## src/rtl/bt656_sync_decoder.sv

```systemverilog
module bt656_sync_decoder #(
  parameter logic [7:0] SAV_STAT = 8'h80,
  parameter logic [7:0] EAV_STAT = 8'h9D
) (
  input  logic       clk,
  input  logic       rst_n,
  input  logic [7:0] vid_i,
  output logic [7:0] vid_o,
  output logic       vid_vld_o,
  output logic       sav_o,
  output logic       eav_o,
  output logic       sof_o
);
  localparam int DLY = 4;

  typedef enum logic [1:0] {SRCH, G_FF, G_Z1, G_Z2} mst_t;

  mst_t st, st_nxt;
  logic active, seen_eav, blank_ok;
  logic [7:0] dq [DLY];
  logic [DLY-1:0] vq;

  wire hit_sav = (st == G_Z2) && (vid_i == SAV_STAT);
  wire hit_eav = (st == G_Z2) && (vid_i == EAV_STAT);
  wire hit     = hit_sav | hit_eav;

  always_comb begin
    st_nxt = SRCH;
    if (vid_i == 8'hFF) st_nxt = G_FF;
    else if (vid_i == 8'h00) begin
      case (st)
        G_FF:    st_nxt = G_Z1;
        G_Z1:    st_nxt = G_Z2;
        default: st_nxt = SRCH;
      endcase
    end
  end

  always_ff @(posedge clk) begin
    if (!rst_n) begin
      st       <= SRCH;
      active   <= 1'b0;
      seen_eav <= 1'b0;
      blank_ok <= 1'b0;
      sav_o    <= 1'b0;
      eav_o    <= 1'b0;
      sof_o    <= 1'b0;
      vq       <= '0;
      for (int i = 0; i < DLY; i++) dq[i] <= '0;
    end else begin
      st    <= st_nxt;
      sav_o <= hit_sav;
      eav_o <= hit_eav;
      sof_o <= hit_sav & blank_ok;
      if (hit_sav) begin
        active   <= 1'b1;
        seen_eav <= 1'b0;
        blank_ok <= 1'b0;
      end
      if (hit_eav) begin
        active   <= 1'b0;
        seen_eav <= 1'b1;
        if (seen_eav) blank_ok <= 1'b1;
      end
      dq[0] <= vid_i;
      vq[0] <= active & ~hit;
      for (int i = 1; i < DLY; i++) begin
        dq[i] <= dq[i-1];
        vq[i] <= vq[i-1] & ~hit;
      end
    end
  end

  assign vid_o     = dq[DLY-1];
  assign vid_vld_o = vq[DLY-1];
endmodule


```

## config.mk

```make
export PLATFORM = sky130hd
export DESIGN_NAME = bt656_sync_decoder
export DESIGN_NICKNAME = d
export VERILOG_FILES = /design/src/rtl/bt656_sync_decoder.sv
export SDC_FILE = /design/constraint.sdc
export NUM_CORES = 1
export LEC_CHECK = 0
export BUFFER_PORTS_ARGS = -buffer_cell sky130_fd_sc_hd__buf_2
export CORE_MARGIN = 2
export CORE_UTILIZATION = 31
export DETAILED_ROUTE_END_ITERATION = 7
export HOLD_SLACK_MARGIN = 0.02
export PLACE_DENSITY_LB_ADDON = 0.25
export SYNTH_ARGS = -nofsm -noshare
export SYNTH_HDL_FRONTEND = slang
export SYNTH_SLANG_ARGS = --single-unit
```

## constraint.sdc

```tcl
create_clock -name clk -period 2.6 [get_ports clk]
set_input_delay 0.26 -clock clk [delete_from_list [all_inputs] [get_ports clk]]
set_output_delay 0.26 -clock clk [all_outputs]
set_load 0.01 [all_outputs]
```

# Word level (Yosys, flattened, before mapping)
# Memories as Yosys holds them, arrays and structs flattened.
# Index checks and enable logic that the tools add are counted.
[op_classes] eq_ne=6 n_mux=14 bitwise=13 reduce_logical=6
[ops] op="8-bit 2-to-1 mux" n=4
[ops] op="8-bit equality test (second input constant)" n=3
[ops] op="1-bit 2-to-1 mux" n=9
[ops] op="8-bit logical NOT" n=1
[ops] op="1-bit bitwise AND" n=5
[ops] op="1-bit OR" n=5
[ops] op="2-bit equality test (second input constant)" n=2
[ops] op="2-bit one-hot mux with 2 select lines" n=1
[ops] op="1-bit NOT" n=3
[ops] op="3-bit OR reduction" n=1
[ops] op="2-bit by 1-bit equality test with 1-bit output (second input constant)" n=1
[ops] op="1-bit logical AND" n=2
[ops] op="2-bit nonzero test" n=1
[ops] op="2-bit OR reduction" n=1
[totals] regBits=12 mem_bits_rw=32 memories=1
[memory_table] memory="dq" depth=4 word_bits=8 read_ports=4 rd_ports_with_merged_regs=0 write_ports=4 line_no="20" source="logic [7:0] dq [DLY];"

# Depth between registers and ports, before layout
# Gate-level depths: netlist of run 1.
[logic_depth] word_depth=5 depth_mapped=5 depth_no_buf=5

# Least setup slack after synthesis of run 1
# Ideal clock, no wire load.
[synth_timing] kind="input port to flip-flop" startpoint="in vid_i[1]" endpoint="reg active" setup_time_ns=0.116 arrival_time_ns=1.273 path_slack_ns=1.211 path_stages=4 path_buffers=1 cell_sequence="or3_1 -> buf_6 -> or3_4 -> o211a_1"
[synth_via] elab_chain_cells=3 word_cells_on_any_way=5 cone_classes="eq/ne (2); reduce/logical (3)"
[synth_lines] element="start: declaration" line_no="7" source="input logic [7:0] vid_i,"
[synth_lines] element="8-bit equality test" line_no="24" source="wire hit_eav = (st == G_Z2) && (vid_i == EAV_STAT);"
[synth_lines] element="1-bit logical AND" line_no="24"
[synth_lines] element="2-bit OR reduction (no source line)"
[synth_lines] element="end signal: assignment" line_no="42" source="active <= 1'b0;"
[synth_lines] element="end signal: assignment" line_no="56" source="active <= 1'b1;"
[synth_lines] element="end signal: assignment" line_no="61" source="active <= 1'b0;"
[synth_lines] element="end: declaration" line_no="19" source="logic active, seen_eav, blank_ok;"
# Several ways; a longest one is shown, not always the timed one.
# A chain may end at the register's enable or synchronous reset.

# Final worst setup path of run 1
[layout_timing] startpoint="reg st[1]" endpoint="reg blank_ok"
[layout_via] elab_chain_cells=5 word_cells_on_any_way=6 cone_classes="eq/ne (1); mux (3); reduce/logical (2)"
[layout_lines] element="start: declaration" line_no="18" source="mst_t st, st_nxt;"
[layout_lines] element="start signal: assignment" line_no="51" source="st <= st_nxt;"
[layout_lines] element="2-bit equality test *" line_no="23, 24"
[layout_lines] element="1-bit logical AND" line_no="23" source="wire hit_sav = (st == G_Z2) && (vid_i == SAV_STAT);"
[layout_lines] element="1-bit 2-to-1 mux" line_no="55" source="if (hit_sav) begin"
[layout_lines] element="1-bit 2-to-1 mux" line_no="63" source="if (seen_eav) blank_ok <= 1'b1;"
[layout_lines] element="1-bit 2-to-1 mux *" line_no="60" source="if (hit_eav) begin"
[layout_lines] element="end signal: assignment" line_no="44" source="blank_ok <= 1'b0;"
[layout_lines] element="end signal: assignment" line_no="58" source="blank_ok <= 1'b0;"
[layout_lines] element="end signal: assignment" line_no="63"
[layout_lines] element="end: declaration" line_no="19"
# Mark *: on every way between the ends. The rest lies on a longest branch, timed or not.

==> results of run 1 <==
## through the flow
stage	worst slack, ps	hold slack (ps)	cells	power, W	area [µm²]
after floorplan	1210	338	113	0.000730	1340
after global placement	1050	413	179	0.000745	1480
after CTS	1310	181	187	0.00129	1600
after global routing	1220	192	187	0.00132	1600
after detailed placement	1030	417	179	0.000746	1480
final	1320	193	187	0.00127	1600
## power by group through the flow
stage	clock, W	combinational, W	sequential (W)
6_report	0.000538	0.0000363	0.000693
5_1_grt	0.000588	0.0000423	0.000695
4_1_cts	0.000560	0.0000375	0.000693
3_5_place_dp	0	0.0000374	0.000709
3_3_place_gp	0	0.0000365	0.000708
2_1_floorplan	0	0.0000208	0.000709
## cells in the final DEF, fill, tap and decap left out, types with 2 or more instances in the layout
| cell | instances |
|---|---|
| inv_1 | 3 |
| nand4_1 | 2 |
| and3b_1 | 4 |
| nor4_1 | 4 |
| nor3_1 | 2 |
| buf_2 | 21 |
| and2_1 | 33 |
| clkbuf_8 | 6 |
| nand2_1 | 4 |
| dfxtp_1 | 44 |
| ha_1 | 2 |
## final timing paths
path	slack [ps]	to
min reg2reg	430	dq[1][7]$_SDFF_PN0_
min	190	dq[0][1]$_SDFF_PN0_
max reg2reg	1320	blank_ok$_SDFF_PN0_
max	1320	blank_ok$_SDFF_PN0_
## logic make-up (layout without fill, tap and decap cells)
logic type	Yosys count	in the layout	synth area share, %
AO/OA/AOI/OAI	5	5	3.82
adder cells (fa/ha/maj)	2	2	1.87
buffers and inverters	8	32	2.80
flip-flops	44	44	65.7
AND/OR/NAND/NOR	54	54	25.8
## sequential cells by signal (all words and copies together), names as in the netlist
name	cells
vq	4
seen_eav	1
sav_o	1
blank_ok	1
st	2
eav_o	1
dq	32
sof_o	1
active	1
## worst max-delay path: cells and delay by family, from the launching register on
family,cells,cell delay [ps]
simple gates,2,560
flops,1,340
fa+ha+maj,1,150
compound gates,1,160
## per-layer routing
layer  up-vias  global-route usage [%]  part of all wire (%)
met4         0                    7.05                   2.0
li1        412                       -                     -
met3         5                    3.78                   6.6
met2        19                    14.2                    47
met5         -                       0                     0
met1       358                    10.4                    44
## area by class of cell
class | count | area share [%]
clock inverter | 2 | 2.42
inverter | 3 | 0.702
sequential | 44 | 54.9
clock buffer | 6 | 5.15
tap | 50 | 3.90
timing repair buffer | 21 | 6.55
multi-input combinational | 61 | 26.4
==> impl_metrics.csv, run 1 <==
group,metric,value,unit
place,place.gp.congestion,0.741,
clocking,cts_buffers,5,
setup_path,crit_required,2820,ps
final_layout,area_growth,19.6,%
final_layout,nets,148,
synth,synth.most_common_cell,"dfxtp_1",
final_layout,postLayoutCoreUtil,39.3,%
power_and_ir_drop,power_switching,0.000247,W
synth,ys_seq_area_share,65.7,%
clocking,cts_hold_repair.buffers,0,
synth,synth_warnings,0,
min_path,hold_depth,2,
clocking,cts_setup_buffers,0,
synth,ys.flop_type,"dfxtp_1",
clocking,htreeDepth,2,
synth,yosysTopAreaCellShare,65.7,%
power_and_ir_drop,p_seq_share,54.7,%
min_path,min-delay-path-class,"primary input to register",
floorplanning,io_pins,22,
power_and_ir_drop,irDropWorstVdd,0.282,mV
timing,period_share,49.3,%
route,ant_nets,0,
clocking,path_clk_slew,80,ps
setup_path,crit_path_end_kind,"register",
clocking,clock_path_buffers,2,
floorplanning,initial_core_util,32.8,%
synth,ys_ff_latch,44,
synth,syn_area,1340,µm²
setup_path,start_kind,"register",
timing,fin_crit,1280,ps
route,wl_per_cell,10.1,µm
setup_path,cpPeakStageDelay,410,ps
route,drt_first_iter_violations,38,
power_and_ir_drop,leakagePower,0.693,nW
timing,clock_skew,2.79,ps
timing,rsz0062_at_grt,"false",
timing,timing.slew.headroom,64.2,%
global_routing,grt.total_usage,9.34,%
power_and_ir_drop,combPwrFrac,2.9,%
synth,yosysTopAreaCell,"dfxtp_1",
global_routing,grt_pass1_wl,3540,µm
synth,synthCells,113,
power_and_ir_drop,power_density,790,nW/µm²
power_and_ir_drop,switching_share,19.5,%
timing,fmax,779,MHz
status,outcome,"complete, no violations",
route,viasPerCell,4.25,
synth,ys_top_cells_by_area,"dfxtp_1 66%, and2_1 15%, and3b_1 2.6%",
setup_path,crit_fanout,6,
timing,worst_pin_slew,537,ps
global_routing,antenna_found_initial,0,
global_routing,grt_pass1_vias,802,
global_routing,overflow,0,
timing,setup_viol,0,
setup_path,r2r_start,"st[1]$_SDFF_PP0_",
route,drt_wl_total,1890,µm
floorplanning,die_w,69.8,µm
clocking,post_cts_resized,0,
clocking,clock_latency,290,ps
setup_path,slowest_stage,"or3_4",
flow_run,drv_cap,0,
final_layout,fillCellCount,413,
timing,hold_violations,0,
route,dr.pass1.iters,3,
clocking,clk_root_buffer_cell,"clkbuf_8",
final_layout,final_layout_size_suffix_gt1_share,24.8,%
synth,synth.avg_cell_area,11.9,µm²
global_routing,grt_max_degree,44,
final_layout,seqCellArea,881,µm²
place,portBuffers,21,
synth,synth-edff-count,0,
floorplanning,die_h,69.8,µm
synth,syn_nets,125,
synth,async_reset_ff_share,0,%
place,hpwlAfterDp,1220,µm
setup_path,crit_path_cell_trace,"ha_1, nand2_1, or3_4, o22ai_2",
min_path,min_from,"vid_i[1]",
setup_path,rr_worst_depth,4,
timing,slew_violations,0,
synth,synth_common_cells,"44 x dfxtp_1, 33 x and2_1",
setup_path,critPathKind,"register to register",
clocking,tritoncts,"yes",
floorplanning,rows,23,
setup_path,crit_arrival,1510,ps
power_and_ir_drop,pwr-share-clk,42.5,%
final_layout,antenna-diode-count,0,
timing,finalSetupTns,0,ps
route,vias,794,
clocking,cts.sinks,44,
route,drc,0,
setup_path,cp-startpoint,"st[1]$_SDFF_PP0_",
floorplanning,core,4090,µm²
final_layout,multi_input_comb_area,423,µm²
power_and_ir_drop,p_int,0.00102,W
floorplanning,dieArea,4870,µm²
synth,synth_cell_type_count,21,
No activity file was read; power rests on OpenSTA's default activity.
==> run 2, diff against run 1 <==
Clock period 2.6 ns to 1.2 ns, I/O delays scaled along.
==> run 2 against run 1 <==
Die area did not move. Non-clock buffer count rose by 11. Sequential share of layout area fell by 2.8 points. Fmax rose by 8.4%. Worst hold slack got worse by 120 ps. Design area rose by 5.8%. Clock skew fell by 1.5 ps. Largest cell class unchanged. Largest power group unchanged. Highest routed layer unchanged.
==> impl_metrics.csv, run 2 (same netlist as run 1, synthesis figures left out) <==
group,metric,value,unit
global_routing,antenna_found_initial,0,
flow_run,drv_cap,0,
power_and_ir_drop,power_switching,0.000540,W
min_path,hold_depth,2,
timing,worst_pin_slew,310,ps
clocking,cts_buffers,5,
setup_path,crit_arrival,1370,ps
setup_path,cp_top_family,"simple AND/OR/NAND/NOR gates",
min_path,min_from,"vid_i[6]",
route,ant_nets,0,
floorplanning,die_h,69.8,µm
final_layout,final_cell_area,1700,µm²
route,drt_first_iter_violations,33,
timing,fmax,845,MHz
floorplanning,die_w,69.8,µm
timing,fin_crit,1180,ps
power_and_ir_drop,leakagePower,0.746,nW
final_layout,final_layout_size_suffix_gt1_share,33.8,%
setup_path,critPathKind,"register to register",
timing,hold_violations,0,
global_routing,grt_max_degree,23,
global_routing,grt_pass1_wl,3360,µm
clocking,clk_root_buffer_cell,"clkbuf_8",
timing,clock_skew,1.30,ps
place,portBuffers,21,
setup_path,crit_path_end_kind,"register",
setup_path,cpPeakStageDelay,400,ps
clocking,tritoncts,"yes",
power_and_ir_drop,pwr-share-clk,37.3,%
power_and_ir_drop,combPwrFrac,3.8,%
timing,slew_violations,0,
setup_path,cp_num_buf_inv,0,
timing,timing.slew.headroom,79.3,%
final_layout,top_regs,"dq x32, vq x4, st x2",
clocking,path_clk_slew,80,ps
power_and_ir_drop,switching_share,21.2,%
place,place.gp.congestion,0.769,
place,dpl_cell_area,1560,µm²
min_path,min-delay-path-class,"primary input to register",
route,vias,835,
final_layout,final_cell_count_no_fill,198,
route,drc,0,
setup_path,crit_fanout,4,
setup_path,slowest_stage,"or3_4",
timing,hold_ws,69.0,ps
floorplanning,io_pins,22,
floorplanning,initial_core_util,32.8,%
floorplanning,core,4090,µm²
timing,rsz0062_at_grt,"true",
setup_path,r2r_start,"st[1]$_SDFF_PP0_",
global_routing,grt_pass1_vias,819,
final_layout,largest_reg_flops,32,
clocking,cts.sinks,44,
floorplanning,rows,23,
final_layout,fillCellCount,410,
setup_path,start_kind,"register",
route,dr.pass1.iters,3,
route,route.met3.wl,117,µm
clocking,clock_path_buffers,2,
final_layout,nets,159,
route,wl_per_cell,10.1,µm
final_layout,area_growth,26.5,%
clocking,clock_latency,290,ps
timing,setup_ws,16.2,ps
setup_path,crit_required,1390,ps
timing,setup_viol,0,
route,m1WireLength,880,µm
power_and_ir_drop,p_int,0.00201,W
route,viasPerCell,4.22,
setup_path,crit_path_cell_trace,"ha_4, nand2_4, or3_4, o211a_1",
global_routing,overflow,0,
final_layout,layout_common_cells,"42 x dfxtp_1, 33 x and2_1, 21 x buf_2, 11 x buf_4, 6 x clkbuf_8",
setup_path,rr_worst_depth,4,
setup_path,r2r_end,"active$_SDFFE_PP0P_",
power_and_ir_drop,irDropWorstVdd,0.528,mV
final_layout,regMostFlops,"dq",
final_layout,antenna-diode-count,0,
status,outcome,"complete, no violations",
route,dr_wl_met2,989,µm
place,pre_cts_ws,-177,ps
power_and_ir_drop,p_seq_share,58.9,%
final_layout,final_common_cell,"dfxtp_1",
setup_path,r2r_slack,20,ps
floorplanning,dieArea,4870,µm²
power_and_ir_drop,power_density,1500,nW/µm²
final_layout,postLayoutCoreUtil,41.5,%
min_path,whs_endpoint,"dq[0][6]$_SDFF_PN0_",
setup_path,cp-startpoint,"st[1]$_SDFF_PP0_",
clocking,htreeDepth,2,
place,dpl.cell_count,189,
route,routed.top_layer,"met4",
global_routing,grt.total_usage,8.99,%
timing,period_share,98.6,%
route,drt_wl_total,2010,µm
[run 2: power groups by stage]
stage	Sequential, W	Combinational, W	Clock [W]
2_1_floorplan	0.00154	0.0000451	0
3_3_place_gp	0.00153	0.0000966	0
3_5_place_dp	0.00154	0.0000974	0
4_1_cts	0.00150	0.0000980	0.000977
5_1_grt	0.00150	0.000109	0.00106
6_report	0.00150	0.0000979	0.000951
[run 2: worst max-delay path by stage]
stage | endpoint | slack [ps] | cells past startpoint
2_1_floorplan | active$_SDFFE_PP0P_ | 5 | 4
3_3_place_gp | vq[0]$_SDFF_PN0_ | -140 | 4
3_5_place_dp | vq[2]$_SDFF_PN0_ | -180 | 4
4_1_cts | blank_ok$_SDFF_PN0_ | 9 | 4
5_1_grt | active$_SDFFE_PP0P_ | -20 | 4
6_report | active$_SDFFE_PP0P_ | 20 | 4
[run 2: final cells by class]
cell class / instances / area (µm²) / area share [%]
flip-flops and latches: 44 / 883 / 52.1
repair buffers: 32 / 188 / 11.1
clock buffers: 6 / 82.6 / 4.87
well taps: 50 / 62.6 / 3.69
inverters: 3 / 11.3 / 0.664
multi-input cells: 61 / 454 / 26.8
clock inverters: 2 / 15.0 / 0.885
[run 2: metrics by stage]
step,total power (W),setup TNS [ps]
after floorplan,0.00158,0
after global placement,0.00163,-1120
after detailed placement,0.00163,-1310
after CTS,0.00258,0
after global routing,0.00267,-33.0
final,0.00255,0
[run 2: metal layers]
metal  vias to the layer above  track usage (%)
li1                        435                -
met1                       379             9.25
met2                        19             14.7
met3                         2             4.51
met4                         0             5.13
met5                         -                0
[run 2: worst reg2reg max path, delay by kind of cell, from the launching register on]
family / cells / cell delay [ps]
AND/OR/NAND/NOR: 2 / 460
flip-flops: 1 / 360
adder cells (fa/ha/maj): 1 / 140
AO/OA/AOI/OAI: 1 / 130
[run 2: repair_timing]
action	4_1_cts	5_1_grt
hold buffers	0	0
pin swaps	0	2
resized for setup	4	4
setup buffers	1	0
setup endpoints to repair	5	8
==> run 3, diff against run 2 <==
Settings changed: GPL_TIMING_DRIVEN from default to 0, REMOVE_ABC_BUFFERS from default to 1.
==> run 3 against run 2 <==
Core utilization down 2.2 points. Largest cell class unchanged. Global-route usage down 0.33 points. Via count down 5.6%.
==> impl_metrics.csv, run 3 (same netlist as run 1, synthesis figures left out) <==
group,metric,value,unit
min_path,hold_depth,2,
setup_path,r2r_end,"active$_SDFFE_PP0P_",
setup_path,rr_worst_depth,4,
power_and_ir_drop,power_switching,0.000511,W
power_and_ir_drop,power_density,1510,nW/µm²
floorplanning,core,4090,µm²
setup_path,critPathKind,"register to register",
route,drc,0,
place,portBuffers,21,
final_layout,final_layout_size_suffix_gt1_share,29.0,%
floorplanning,initial_core_util,32.8,%
power_and_ir_drop,switching_share,21.0,%
timing,slew_violations,0,
timing,period_share,96.3,%
global_routing,grt_max_degree,44,
final_layout,fillCellCount,404,
global_routing,overflow,0,
floorplanning,io_pins,22,
power_and_ir_drop,p_total,0.00243,W
global_routing,antenna_found_initial,0,
final_layout,antenna-diode-count,0,
setup_path,crit_path_end_kind,"register",
clocking,cts_buffers,5,
final_layout,top_regs,"dq x32, vq x4, st x2",
route,vias,788,
timing,setup_viol,0,
setup_path,start_kind,"register",
route,wl_per_cell,9.83,µm
setup_path,cp_top_family,"simple AND/OR/NAND/NOR gates",
setup_path,cpPeakStageDelay,370,ps
clocking,clk_root_buffer_cell,"clkbuf_8",
place,hpwlAfterDp,1180,µm
setup_path,slowest_stage,"or3_4",
timing,setup_ws,44.4,ps
setup_path,r2r_start,"st[0]$_SDFF_PN0_",
timing,timing.slew.headroom,64.8,%
final_layout,largest_reg_flops,32,
place,place.gp.congestion,0.682,
timing,rsz0062_at_grt,"false",
clocking,clock_path_buffers,2,
route,ant_nets,0,
timing,hold_violations,0,
setup_path,cp_num_buf_inv,0,
min_path,whs_endpoint,"dq[0][6]$_SDFF_PN0_",
min_path,min-delay-path-class,"primary input to register",
setup_path,r2r_slack,40,ps
setup_path,crit_required,1380,ps
final_layout,area_growth,19.8,%
status,outcome,"complete, no violations",
floorplanning,die_h,69.8,µm
min_path,min_from,"vid_i[6]",
power_and_ir_drop,leakagePower,0.688,nW
clocking,clock_latency,290,ps
power_and_ir_drop,pwr-share-clk,35.1,%
floorplanning,rows,23,
route,dr.pass1.iters,5,
floorplanning,dieArea,4870,µm²
route,viasPerCell,4.19,
final_layout,nets,150,
power_and_ir_drop,p_int,0.00192,W
flow_run,drv_cap,0,
place,pre_cts_ws,-240,ps
final_layout,layout_common_cells,"42 x dfxtp_1, 33 x and2_1, 21 x buf_2, 5 x clkbuf_8",
clocking,cts.sinks,44,
final_layout,regMostFlops,"dq",
clocking,path_clk_slew,70,ps
clocking,tritoncts,"yes",
global_routing,grt.total_usage,8.66,%
timing,fmax,865,MHz
timing,fin_crit,1160,ps
setup_path,crit_path_cell_trace,"ha_4, nand2_4, or3_4, o211a_1",
timing,clock_skew,2.75,ps
power_and_ir_drop,combPwrFrac,3.3,%
clocking,htreeDepth,2,
power_and_ir_drop,p_seq_share,61.7,%
setup_path,crit_fanout,4,
final_layout,final_common_cell,"dfxtp_1",
global_routing,grt_pass1_wl,3190,µm
timing,worst_pin_slew,529,ps
setup_path,crit_arrival,1340,ps
route,drt_wl_total,1850,µm
power_and_ir_drop,irDropWorstVdd,0.790,mV
route,drt_first_iter_violations,23,
floorplanning,die_w,69.8,µm
setup_path,cp-startpoint,"st[0]$_SDFF_PN0_",
global_routing,grt_pass1_vias,726,
-- run 3: changes by cell type in the layout (fill, tap and decap cells not counted) --
cell        before  now
clkinv_2         0    1
clkinvlp_4       2    1
nor3_4           1    0
nor3_2           1    2
buf_4           11    2
clkbuf_8         6    5
-- run 3: worst max-delay path by stage --
stage                          endpoint  cells after the start
floorplan           active$_SDFFE_PP0P_                      3
global placement       vq[3]$_SDFF_PN0_                      4
detailed placement  active$_SDFFE_PP0P_                      4
CTS                 blank_ok$_SDFF_PN0_                      4
global route        blank_ok$_SDFF_PN0_                      4
finish              active$_SDFFE_PP0P_                      4
-- run 3: cell type report --
class                   count  area, µm²  area share, %
clock buffers               5       68.8           4.28
clock inverters             2       12.5          0.779
inverters                   3       11.3          0.701
multi-input cells          61        448           27.9
flip-flops and latches     44        883           55.0
well taps                  50       62.6           3.89
repair buffers             23        120           7.48
-- run 3: worst reg2reg max path, cell delays in order (launching register included) --
cell and delay, ps:
dfxtp_2 360, ha_4 140, nand2_4 50, or3_4 370, o211a_1 130
-- run 3: timing repair --
item,4_1_cts,5_1_grt
hold buffers,0,0
hold endpoints to repair,0,0
cloned,0,0
resized for setup,3,4
endpoints found under the setup margin,5,6
pin swaps,1,0
setup buffers,1,1
-- run 3: routing by layer --
layer	up-vias	part of all wire (%)	track usage (%)
li1	416	-	-
met1	352	48	9.35
met2	18	45	13.2
met3	2	5.8	4.80
met4	0	0.92	5.13
met5	-	0	0
-- run 3: through the flow --
step / utilization, % / TNS (ps) / std cells / hold slack [ps] / instance area (µm²)
global placement: 36.3 / -1480 / 179 / 355 / 1480
CTS: 38.6 / 0 / 187 / 50.5 / 1580
floorplan: - / -186 / 108 / 198 / 1320
global route: 39.3 / 0 / 188 / 59.6 / 1610
detailed placement: 36.3 / -1620 / 179 / 363 / 1480
finish: 39.3 / 0 / 188 / 63.6 / 1610
-- run 3: power by group through the flow --
stage / clock network (W) / registers (W) / logic [W]
global placement: 0 / 0.00153 / 0.0000792
floorplan: 0 / 0.00154 / 0.0000311
CTS: 0.000902 / 0.00150 / 0.0000819
global route: 0.000960 / 0.00151 / 0.0000911
finish: 0.000853 / 0.00150 / 0.0000801
detailed placement: 0 / 0.00154 / 0.0000813
